[config.mk]
export PLATFORM = sky130hd
export DESIGN_NAME = async_mem_seq
export DESIGN_NICKNAME = d
export VERILOG_FILES = /design/src/rtl/asm_pkg.sv /design/src/rtl/asm_ctrl.sv /design/src/rtl/asm_strobe.sv /design/src/rtl/asm_rd_capture.sv /design/src/rtl/async_mem_seq.sv
export SDC_FILE = /design/constraint.sdc
export NUM_CORES = 1
export LEC_CHECK = 0
export BUFFER_PORTS_ARGS = -buffer_cell sky130_fd_sc_hd__buf_2
export CELL_PAD_IN_SITES_DETAIL_PLACEMENT = 0
export CELL_PAD_IN_SITES_GLOBAL_PLACEMENT = 1
export CORE_AREA = 2 2 265 267
export CTS_CLUSTER_SIZE = 10
export DETAILED_ROUTE_END_ITERATION = 12
export DIE_AREA = 0 0 267 269
export GPL_TIMING_DRIVEN = 0
export PLACE_DENSITY = 0.45
export SLEW_MARGIN = 20
export SYNTH_ARGS = -nofsm -noshare
export SYNTH_HDL_FRONTEND = slang
export SYNTH_SLANG_ARGS = --single-unit
[constraint.sdc]
create_clock -name clk_i -period 5.8 [get_ports clk_i]
set_input_delay 0.58 -clock clk_i [delete_from_list [all_inputs] [get_ports clk_i]]
set_output_delay 0.58 -clock clk_i [all_outputs]
set_load 0.01 [all_outputs]
[src/rtl/asm_pkg.sv]
package asm_pkg;
  localparam int TIME_W = 5;
  localparam int GAP_W  = 4;

  typedef enum logic [1:0] {ST_IDLE, ST_ACC, ST_GAP} seq_st_e;

  typedef struct packed {
    logic [TIME_W-1:0] cs_on;
    logic [TIME_W-1:0] cs_rd_off;
    logic [TIME_W-1:0] cs_wr_off;
    logic [TIME_W-1:0] adv_on;
    logic [TIME_W-1:0] adv_rd_off;
    logic [TIME_W-1:0] adv_wr_off;
    logic [TIME_W-1:0] oe_on;
    logic [TIME_W-1:0] oe_off;
    logic [TIME_W-1:0] we_on;
    logic [TIME_W-1:0] we_off;
    logic [TIME_W-1:0] rd_acc;
    logic [TIME_W-1:0] rd_cyc;
    logic [TIME_W-1:0] wr_cyc;
    logic              gap_same;
    logic              gap_diff;
    logic [GAP_W-1:0]  gap_len;
  } tcfg_t;

  function automatic logic in_win(input logic [TIME_W-1:0] c,
                                  input logic [TIME_W-1:0] on,
                                  input logic [TIME_W-1:0] off);
    return (c >= on) && (c < off);
  endfunction
endpackage

[src/rtl/asm_ctrl.sv]
module asm_ctrl
  import asm_pkg::*;
#(
  parameter int NUM_CS = 8,
  parameter int ADDR_W = 11,
  parameter int DATA_W = 16,
  parameter int BE_W   = 2,
  localparam int CS_W  = $clog2(NUM_CS)
) (
  input  logic              clk_i,
  input  logic              rst_ni,
  input  logic              req_valid_i,
  output logic              req_ready_o,
  input  logic              req_write_i,
  input  logic [CS_W-1:0]   req_cs_i,
  input  logic [ADDR_W-1:0] req_addr_i,
  input  logic [BE_W-1:0]   req_be_i,
  input  logic [DATA_W-1:0] req_wdata_i,
  input  tcfg_t             cfg_i,
  output logic              active_o,
  output logic [TIME_W-1:0] cnt_o,
  output logic [TIME_W-1:0] len_o,
  output logic [CS_W-1:0]   cur_cs_o,
  output logic              cur_write_o,
  output logic [ADDR_W-1:0] cur_addr_o,
  output logic [BE_W-1:0]   cur_be_o,
  output logic [DATA_W-1:0] cur_wdata_o
);
  localparam int RQ_W = CS_W + 1 + ADDR_W + BE_W + DATA_W;

  seq_st_e           state_q;
  logic [TIME_W-1:0] cnt_q;
  logic [GAP_W-1:0]  gcnt_q;
  logic [RQ_W-1:0]   cur_q, pend_q, req_vec;
  logic [TIME_W-1:0] cyc;
  logic              last, accept, gap_need;

  assign req_vec = {req_cs_i, req_write_i, req_addr_i, req_be_i, req_wdata_i};
  assign {cur_cs_o, cur_write_o, cur_addr_o, cur_be_o, cur_wdata_o} = cur_q;

  assign cyc   = cur_write_o ? cfg_i.wr_cyc : cfg_i.rd_cyc;
  assign len_o = (cyc == '0) ? TIME_W'(1) : cyc;
  assign last  = (state_q == ST_ACC) && (cnt_q == len_o - 1'b1);

  assign req_ready_o = (state_q == ST_IDLE) || last;
  assign accept      = req_valid_i && req_ready_o;
  // gap policy comes from the select whose access is finishing
  assign gap_need = accept && last && (cfg_i.gap_len != '0) &&
                    ((req_cs_i == cur_cs_o) ? cfg_i.gap_same : cfg_i.gap_diff);

  assign active_o = (state_q == ST_ACC);
  assign cnt_o    = cnt_q;

  always_ff @(posedge clk_i or negedge rst_ni) begin
    if (!rst_ni) begin
      state_q <= ST_IDLE;
      cnt_q   <= '0;
      gcnt_q  <= '0;
      cur_q   <= '0;
      pend_q  <= '0;
    end else begin
      unique case (state_q)
        ST_IDLE: if (accept) begin
          cur_q   <= req_vec;
          cnt_q   <= '0;
          state_q <= ST_ACC;
        end
        ST_ACC: begin
          if (!last) begin
            cnt_q <= cnt_q + 1'b1;
          end else if (gap_need) begin
            pend_q  <= req_vec;
            gcnt_q  <= cfg_i.gap_len;
            state_q <= ST_GAP;
          end else if (accept) begin
            cur_q <= req_vec;
            cnt_q <= '0;
          end else begin
            state_q <= ST_IDLE;
          end
        end
        ST_GAP: begin
          if (gcnt_q == GAP_W'(1)) begin
            cur_q   <= pend_q;
            cnt_q   <= '0;
            state_q <= ST_ACC;
          end else begin
            gcnt_q <= gcnt_q - 1'b1;
          end
        end
        default: state_q <= ST_IDLE;
      endcase
    end
  end

  a_r5_cnt_bound: assert property (@(posedge clk_i) disable iff (!rst_ni)
    (state_q == ST_ACC) |-> (cnt_q < len_o));

  a_r5_addr_stable: assert property (@(posedge clk_i) disable iff (!rst_ni)
    (state_q == ST_ACC && cnt_q != '0) |-> $stable(cur_addr_o));

  a_r8_gap_exit: assert property (@(posedge clk_i) disable iff (!rst_ni)
    (state_q == ST_GAP) |=> (state_q != ST_IDLE));
endmodule

[src/rtl/asm_strobe.sv]
module asm_strobe
  import asm_pkg::*;
#(
  parameter int NUM_CS = 8,
  parameter int BE_W   = 2,
  localparam int CS_W  = $clog2(NUM_CS)
) (
  input  logic              active_i,
  input  logic              write_i,
  input  logic [TIME_W-1:0] cnt_i,
  input  logic [CS_W-1:0]   cs_i,
  input  logic [BE_W-1:0]   be_i,
  input  tcfg_t             cfg_i,
  output logic [NUM_CS-1:0] cs_no,
  output logic              adv_no,
  output logic              oe_no,
  output logic              we_no,
  output logic [BE_W-1:0]   be_no,
  output logic              wdata_oe_o
);
  logic cs_win, adv_win, oe_win, we_win;

  always_comb begin
    cs_win  = in_win(cnt_i, cfg_i.cs_on,
                     write_i ? cfg_i.cs_wr_off : cfg_i.cs_rd_off);
    adv_win = in_win(cnt_i, cfg_i.adv_on,
                     write_i ? cfg_i.adv_wr_off : cfg_i.adv_rd_off);
    oe_win  = in_win(cnt_i, cfg_i.oe_on, cfg_i.oe_off);
    we_win  = in_win(cnt_i, cfg_i.we_on, cfg_i.we_off);
  end

  for (genvar k = 0; k < NUM_CS; k++) begin : g_cs
    assign cs_no[k] = !(active_i && cs_win && (cs_i == CS_W'(k)));
  end

  assign adv_no     = !(active_i && adv_win);
  assign oe_no      = !(active_i && !write_i && oe_win);
  assign we_no      = !(active_i && write_i && we_win);
  assign be_no      = ~(be_i & {BE_W{active_i}});
  assign wdata_oe_o = active_i && write_i;
endmodule

[src/rtl/asm_rd_capture.sv]
module asm_rd_capture
  import asm_pkg::*;
#(
  parameter int DATA_W = 16
) (
  input  logic              clk_i,
  input  logic              rst_ni,
  input  logic              active_i,
  input  logic              write_i,
  input  logic [TIME_W-1:0] cnt_i,
  input  logic [TIME_W-1:0] rd_acc_i,
  input  logic [DATA_W-1:0] mem_rdata_i,
  output logic              rd_valid_o,
  output logic [DATA_W-1:0] rd_data_o
);
  logic take;
  assign take = active_i && !write_i && (cnt_i == rd_acc_i);

  always_ff @(posedge clk_i or negedge rst_ni) begin
    if (!rst_ni) begin
      rd_valid_o <= 1'b0;
      rd_data_o  <= '0;
    end else begin
      rd_valid_o <= take;
      if (take) rd_data_o <= mem_rdata_i;
    end
  end

  a_r9_valid_src: assert property (@(posedge clk_i) disable iff (!rst_ni)
    rd_valid_o |-> $past(active_i && !write_i));
endmodule

[src/rtl/async_mem_seq.sv]
module async_mem_seq
  import asm_pkg::*;
#(
  parameter int NUM_CS = 8,
  parameter int ADDR_W = 11,
  parameter int DATA_W = 16,
  localparam int BE_W  = DATA_W / 8,
  localparam int CS_W  = $clog2(NUM_CS)
) (
  input  logic                           clk_i,
  input  logic                           rst_ni,
  input  logic                           req_valid_i,
  output logic                           req_ready_o,
  input  logic                           req_write_i,
  input  logic [CS_W-1:0]                req_cs_i,
  input  logic [ADDR_W-1:0]              req_addr_i,
  input  logic [BE_W-1:0]                req_be_i,
  input  logic [DATA_W-1:0]              req_wdata_i,
  output logic                           rd_valid_o,
  output logic [DATA_W-1:0]              rd_data_o,
  input  logic [NUM_CS-1:0][TIME_W-1:0]  cfg_cs_on_i,
  input  logic [NUM_CS-1:0][TIME_W-1:0]  cfg_cs_rd_off_i,
  input  logic [NUM_CS-1:0][TIME_W-1:0]  cfg_cs_wr_off_i,
  input  logic [NUM_CS-1:0][TIME_W-1:0]  cfg_adv_on_i,
  input  logic [NUM_CS-1:0][TIME_W-1:0]  cfg_adv_rd_off_i,
  input  logic [NUM_CS-1:0][TIME_W-1:0]  cfg_adv_wr_off_i,
  input  logic [NUM_CS-1:0][TIME_W-1:0]  cfg_oe_on_i,
  input  logic [NUM_CS-1:0][TIME_W-1:0]  cfg_oe_off_i,
  input  logic [NUM_CS-1:0][TIME_W-1:0]  cfg_we_on_i,
  input  logic [NUM_CS-1:0][TIME_W-1:0]  cfg_we_off_i,
  input  logic [NUM_CS-1:0][TIME_W-1:0]  cfg_rd_acc_i,
  input  logic [NUM_CS-1:0][TIME_W-1:0]  cfg_rd_cyc_i,
  input  logic [NUM_CS-1:0][TIME_W-1:0]  cfg_wr_cyc_i,
  input  logic [NUM_CS-1:0]              cfg_gap_same_i,
  input  logic [NUM_CS-1:0]              cfg_gap_diff_i,
  input  logic [NUM_CS-1:0][GAP_W-1:0]   cfg_gap_len_i,
  output logic [NUM_CS-1:0]              mem_cs_no,
  output logic                           mem_adv_no,
  output logic                           mem_oe_no,
  output logic                           mem_we_no,
  output logic [BE_W-1:0]                mem_be_no,
  output logic [ADDR_W-1:0]              mem_addr_o,
  output logic [DATA_W-1:0]              mem_wdata_o,
  output logic                           mem_wdata_oe_o,
  input  logic [DATA_W-1:0]              mem_rdata_i
);
  tcfg_t             cfg_tab [NUM_CS];
  tcfg_t             cur_cfg;
  logic              active, cur_write;
  logic [TIME_W-1:0] cnt, len;
  logic [CS_W-1:0]   cur_cs;
  logic [BE_W-1:0]   cur_be;

  for (genvar k = 0; k < NUM_CS; k++) begin : g_cfg
    always_comb begin
      cfg_tab[k].cs_on      = cfg_cs_on_i[k];
      cfg_tab[k].cs_rd_off  = cfg_cs_rd_off_i[k];
      cfg_tab[k].cs_wr_off  = cfg_cs_wr_off_i[k];
      cfg_tab[k].adv_on     = cfg_adv_on_i[k];
      cfg_tab[k].adv_rd_off = cfg_adv_rd_off_i[k];
      cfg_tab[k].adv_wr_off = cfg_adv_wr_off_i[k];
      cfg_tab[k].oe_on      = cfg_oe_on_i[k];
      cfg_tab[k].oe_off     = cfg_oe_off_i[k];
      cfg_tab[k].we_on      = cfg_we_on_i[k];
      cfg_tab[k].we_off     = cfg_we_off_i[k];
      cfg_tab[k].rd_acc     = cfg_rd_acc_i[k];
      cfg_tab[k].rd_cyc     = cfg_rd_cyc_i[k];
      cfg_tab[k].wr_cyc     = cfg_wr_cyc_i[k];
      cfg_tab[k].gap_same   = cfg_gap_same_i[k];
      cfg_tab[k].gap_diff   = cfg_gap_diff_i[k];
      cfg_tab[k].gap_len    = cfg_gap_len_i[k];
    end
  end

  assign cur_cfg = cfg_tab[cur_cs];

  asm_ctrl #(.NUM_CS(NUM_CS), .ADDR_W(ADDR_W), .DATA_W(DATA_W), .BE_W(BE_W)) u_ctrl (
    .clk_i       (clk_i),
    .rst_ni      (rst_ni),
    .req_valid_i (req_valid_i),
    .req_ready_o (req_ready_o),
    .req_write_i (req_write_i),
    .req_cs_i    (req_cs_i),
    .req_addr_i  (req_addr_i),
    .req_be_i    (req_be_i),
    .req_wdata_i (req_wdata_i),
    .cfg_i       (cur_cfg),
    .active_o    (active),
    .cnt_o       (cnt),
    .len_o       (len),
    .cur_cs_o    (cur_cs),
    .cur_write_o (cur_write),
    .cur_addr_o  (mem_addr_o),
    .cur_be_o    (cur_be),
    .cur_wdata_o (mem_wdata_o)
  );

  asm_strobe #(.NUM_CS(NUM_CS), .BE_W(BE_W)) u_strobe (
    .active_i   (active),
    .write_i    (cur_write),
    .cnt_i      (cnt),
    .cs_i       (cur_cs),
    .be_i       (cur_be),
    .cfg_i      (cur_cfg),
    .cs_no      (mem_cs_no),
    .adv_no     (mem_adv_no),
    .oe_no      (mem_oe_no),
    .we_no      (mem_we_no),
    .be_no      (mem_be_no),
    .wdata_oe_o (mem_wdata_oe_o)
  );

  asm_rd_capture #(.DATA_W(DATA_W)) u_rd (
    .clk_i       (clk_i),
    .rst_ni      (rst_ni),
    .active_i    (active),
    .write_i     (cur_write),
    .cnt_i       (cnt),
    .rd_acc_i    (cur_cfg.rd_acc),
    .mem_rdata_i (mem_rdata_i),
    .rd_valid_o  (rd_valid_o),
    .rd_data_o   (rd_data_o)
  );

  a_r2_cs_onehot: assert property (@(posedge clk_i) disable iff (!rst_ni)
    $onehot0(~mem_cs_no));

  a_r4_oe_we_excl: assert property (@(posedge clk_i) disable iff (!rst_ni)
    !(!mem_oe_no && !mem_we_no));

  a_r6_quiet_outside: assert property (@(posedge clk_i) disable iff (!rst_ni)
    !active |-> (&mem_cs_no && mem_adv_no && mem_oe_no && mem_we_no &&
                 &mem_be_no && !mem_wdata_oe_o));

  a_r10_len_stable: assert property (@(posedge clk_i) disable iff (!rst_ni)
    (active && cnt != '0) |-> $stable(len));
endmodule

==> metrics.md <==
| Metric | Value |
|---|---|
| Sequential element share of the synthesized area | `23.9%` |
| Global placer's final weighted congestion | `0.861` |
| Vias post-DR | `between 9000 and 10000` |
| Vias in the first global route | `10720` |
| Fraction of registers with async set/reset | `100%` |
| Critical Path Source Type | `flop` |
| Post-layout instance area | `between 10000 and 15000 um^2` |
| Count of H-tree levels built during CTS | `3` |
| Global route overflow | `0` |
| Total Power Consumption | `6.47 mW` |
| Fin cells | `2438` |
| Maximum clock rate | `186 MHz` |
| Area of the die | `just over 70000 um^2` |
| Number of top-level pins | `679` |
| Vertical die dimension | `269 um` |
| Met1 track demand over resource in global routing | `16.4%` |
| Count of final setup violators | `0` |
| Number of enable-type register cells in the synthesized netlist | `0` |
| Proportion of layout cells with a drive suffix above 1 | `66.6%` |
| Pin count of the biggest net entering global routing | `52` |
| Slowest cell on the critical path | `mux4_2` |
| Synth area leaders | `mux4_2, dfrtp_1, mux2_2, ha_1, mux2i_1` |
| Area Overhead vs Synth | `50.5%` |
| Cell count after synthesis | `795` |
| Most used DFF post-synth | `dfrtp_1` |
| First-pass GRT wire length | `73900 um` |
| Most instantiated library cell after synthesis | `mux4_2` |
| Setup TNS after final layout | `0 ns` |
| DRC marker count from the first detailed-route iteration | `358` |
| Synth Cell Area | `9850 um^2` |
| Met3 Track Usage GR | `3.24%` |
| LEAKAGE | `6.96 nW` |
| Power per standard cell area | `437 nW/um^2` |
| Period utilisation layout | `92.5%` |
| Average vias per placed instance | `about 4` |
| Routed wire per std cell | `around 22 um` |
| CTS tree | `built` |
| Startpoint-to-endpoint class of the critical path | `flop to output port` |
| Number of nets in the synthesized netlist | `1459` |
| Fin Clk Skew | `about 0.0091 ns` |
| MaxCap Viol Count | `0` |
| DRC | `0` |
| Initial Util | `14.2%` |
| Cells traversed along the worst timing path | `buf_4 > buf_6 > buf_6 > buf_4 > buf_8 > buf_4 > clkbuf_4 > mux4_2 > nand2_1 > nand2_1 > ha_1 > nand2b_1 > a21oi_1 > nor2b_1 > o21ai_0 > nand2b_1 > a21oi_2 > a2111oi_0 > o21ai_0 > buf_2` |
| Area of the core | `about 70000 um^2` |
| Met2 usage | `26.7%` |
| Number of hold violations in the final report | `0` |
| Result of the run | `finished, final reports clean` |
| Post-detailed-placement cell area | `14400 um^2` |
| Hold buffer count at cts | `0` |
| Total clock sinks | `94` |
| Type of element capturing the critical path | `output port` |
| Avg Cell Area, Syn | `12.4 um^2` |
| Worst max-slew margin expressed relative to the limit | `about two fifths` |
| DPL Wire Length | `46500 um` |
| CTS clock-pin slew for the worst setup and hold paths | `0.07 ns` |
| Global-route layer with the greatest usage | `met2` |
| Number of port buffers | `slightly below 700` |
| Post-synth top area share | `34.3%` |
| Cell types with the highest counts after synthesis | `mux4_2, dfrtp_1, mux2_2` |
| Data arrival time of the critical path | `around 4.8 ns` |
| Slew @ Worst Pin | `0.900 ns` |
| Cell count after placement | `2413` |
| Number of synthesized register bits | `94` |
| Count of synthesis-stage warnings from yosys | `0` |
| Worst hold-check path type | `primary input to asynchronous set/reset pin` |
| Distinct cells, synth | `65` |
| Final core utilization | `a little over a fifth` |
| Cell type contributing the most total cell area after synthesis | `mux4_2` |
| Path depth of the worst reg2reg path | `14` |
| Dpl ws | `-1.57 ns` |
| Root buffer selected by CTS | `clkbuf_16` |
| Peak ir drop on the vdd network | `0.163 mV` |
| Minimum clock period | `about 5.4 ns` |
| Detailed-routing iteration count for the pre-antenna-repair pass | `4` |
| Minimum hold slack | `0.136 ns` |
| Crit path required time | `around 5.2 ns` |
| Critical Path Most Common Cell | `buf_4` |
| Biggest cell delay along the critical path | `0.37 ns` |
| Setup repair after global routing missed its margin | `false` |
| Number of antenna violations at the first check in global routing | `16` |
| Maximum buffer depth of the clock tree | `2` |
| Number of buffers created by CTS | `9` |
| WL final | `54300 um` |
| Slew Limit Fails | `0` |
| Final net count | `2147` |
| Critical Path Fanout Max | `19` |
| Cell row count | `between 90 and 100` |
| Die X | `267 um` |
| Number of nets still failing antenna checks after routing | `0` |
| All-layer global routing usage | `14.4%` |
| Clock latency on the worst-skew pair | `0.37 ns` |
| Worst setup margin | `~0.44 ns` |
[sequential cells by signal, summed over array words and instances, names as in the netlist]
register	flops
u_ctrl.cur_q	33
u_ctrl.pend_q	33
u_ctrl.gcnt_q	4
u_ctrl.state_q	2
u_rd.rd_data_o	16
u_ctrl.cnt_o	5
u_rd.rd_valid_o	1
[routing by layer]
metal / vias up / wire length [um]
li1: 4573 / -
met3: 54 / 3540
met2: 406 / 28500
met4: 10 / 1160
met1: 4916 / 21000
met5: - / 61
[critical path, delay by kind of cell, from the launching register on]
family	cells	cell delay, ns
flops	1	0.32
simple gates	5	0.55
buf+inv	8	1.96
fa+ha+maj	1	0.30
compound gates	5	0.86
mux	1	0.37
[cell usage in the layout, fill, tap and decap left out, types with 9 or more instances in the layout]
cell type,Yosys,final
a21oi_1,18,17
buf_2,17,688
buf_6,5,9
clkbuf_1,22,18
clkbuf_16,0,9
clkbuf_2,0,9
dfrtp_1,94,94
diode_2,0,10
ha_1,44,44
inv_1,22,22
mux2_2,92,92
mux2i_1,54,54
mux4_2,150,150
nand2_1,85,85
nand2b_1,12,12
nand3_1,9,9
nor2_1,18,18
nor2b_1,11,11
o21ai_0,19,19
xnor2_1,10,10
[final timing paths]
check	from	end	slack [ns]
hold / removal	rst_ni	u_ctrl.pend_q[12]	0.14
setup reg to reg	u_ctrl.cur_q[32]	u_ctrl.cur_q[24]	1.00
min in group clk_i	mem_rdata_i[14]	u_rd.rd_data_o[14]	0.39
setup / recovery	u_ctrl.cur_q[31]	mem_adv_no	0.44
hold reg to reg	u_rd.rd_data_o[9]	u_rd.rd_data_o[9]	0.47
max in group asynchronous	rst_ni	u_ctrl.cnt_o[1]	5.03
[report_power, final]
part	internal (mW)	switching [mW]
logic	2.31	2.53
registers	0.881	0.174
clock network	0.293	0.284
total	3.48	2.99
[kinds of logic after synthesis]
family                   Yosys count  synth area share [%]
multiplexers                     303                  51.1
AND/OR/NAND/NOR                  164                  7.78
flip-flops                        94                  23.9
AO/OA/AOI/OAI                     93                  6.62
buffers and inverters             86                  3.99
adder cells (fa/ha/maj)           44                  5.59
XOR/XNOR                          11                 0.978
[area by class of cell]
type,instances,area [um^2]
diodes,10,25.0
clock buffers,12,236
repair buffers,679,3430
fillers,7660,54500
flip-flops and latches,94,2350
multi-input cells,615,7100
plain buffers,60,377
inverters,24,90.1
well taps,940,1180
clock inverters,4,31.3
[timing repair]
action / 4_1_cts / 5_1_grt
pin swaps: 1 / 0
endpoints found under the setup margin: 11 / 9
buffers inserted: 1 / 0
gates resized for setup: 33 / 20
hold endpoints to repair: 0 / 0
(Power assumes the default switching activity.)
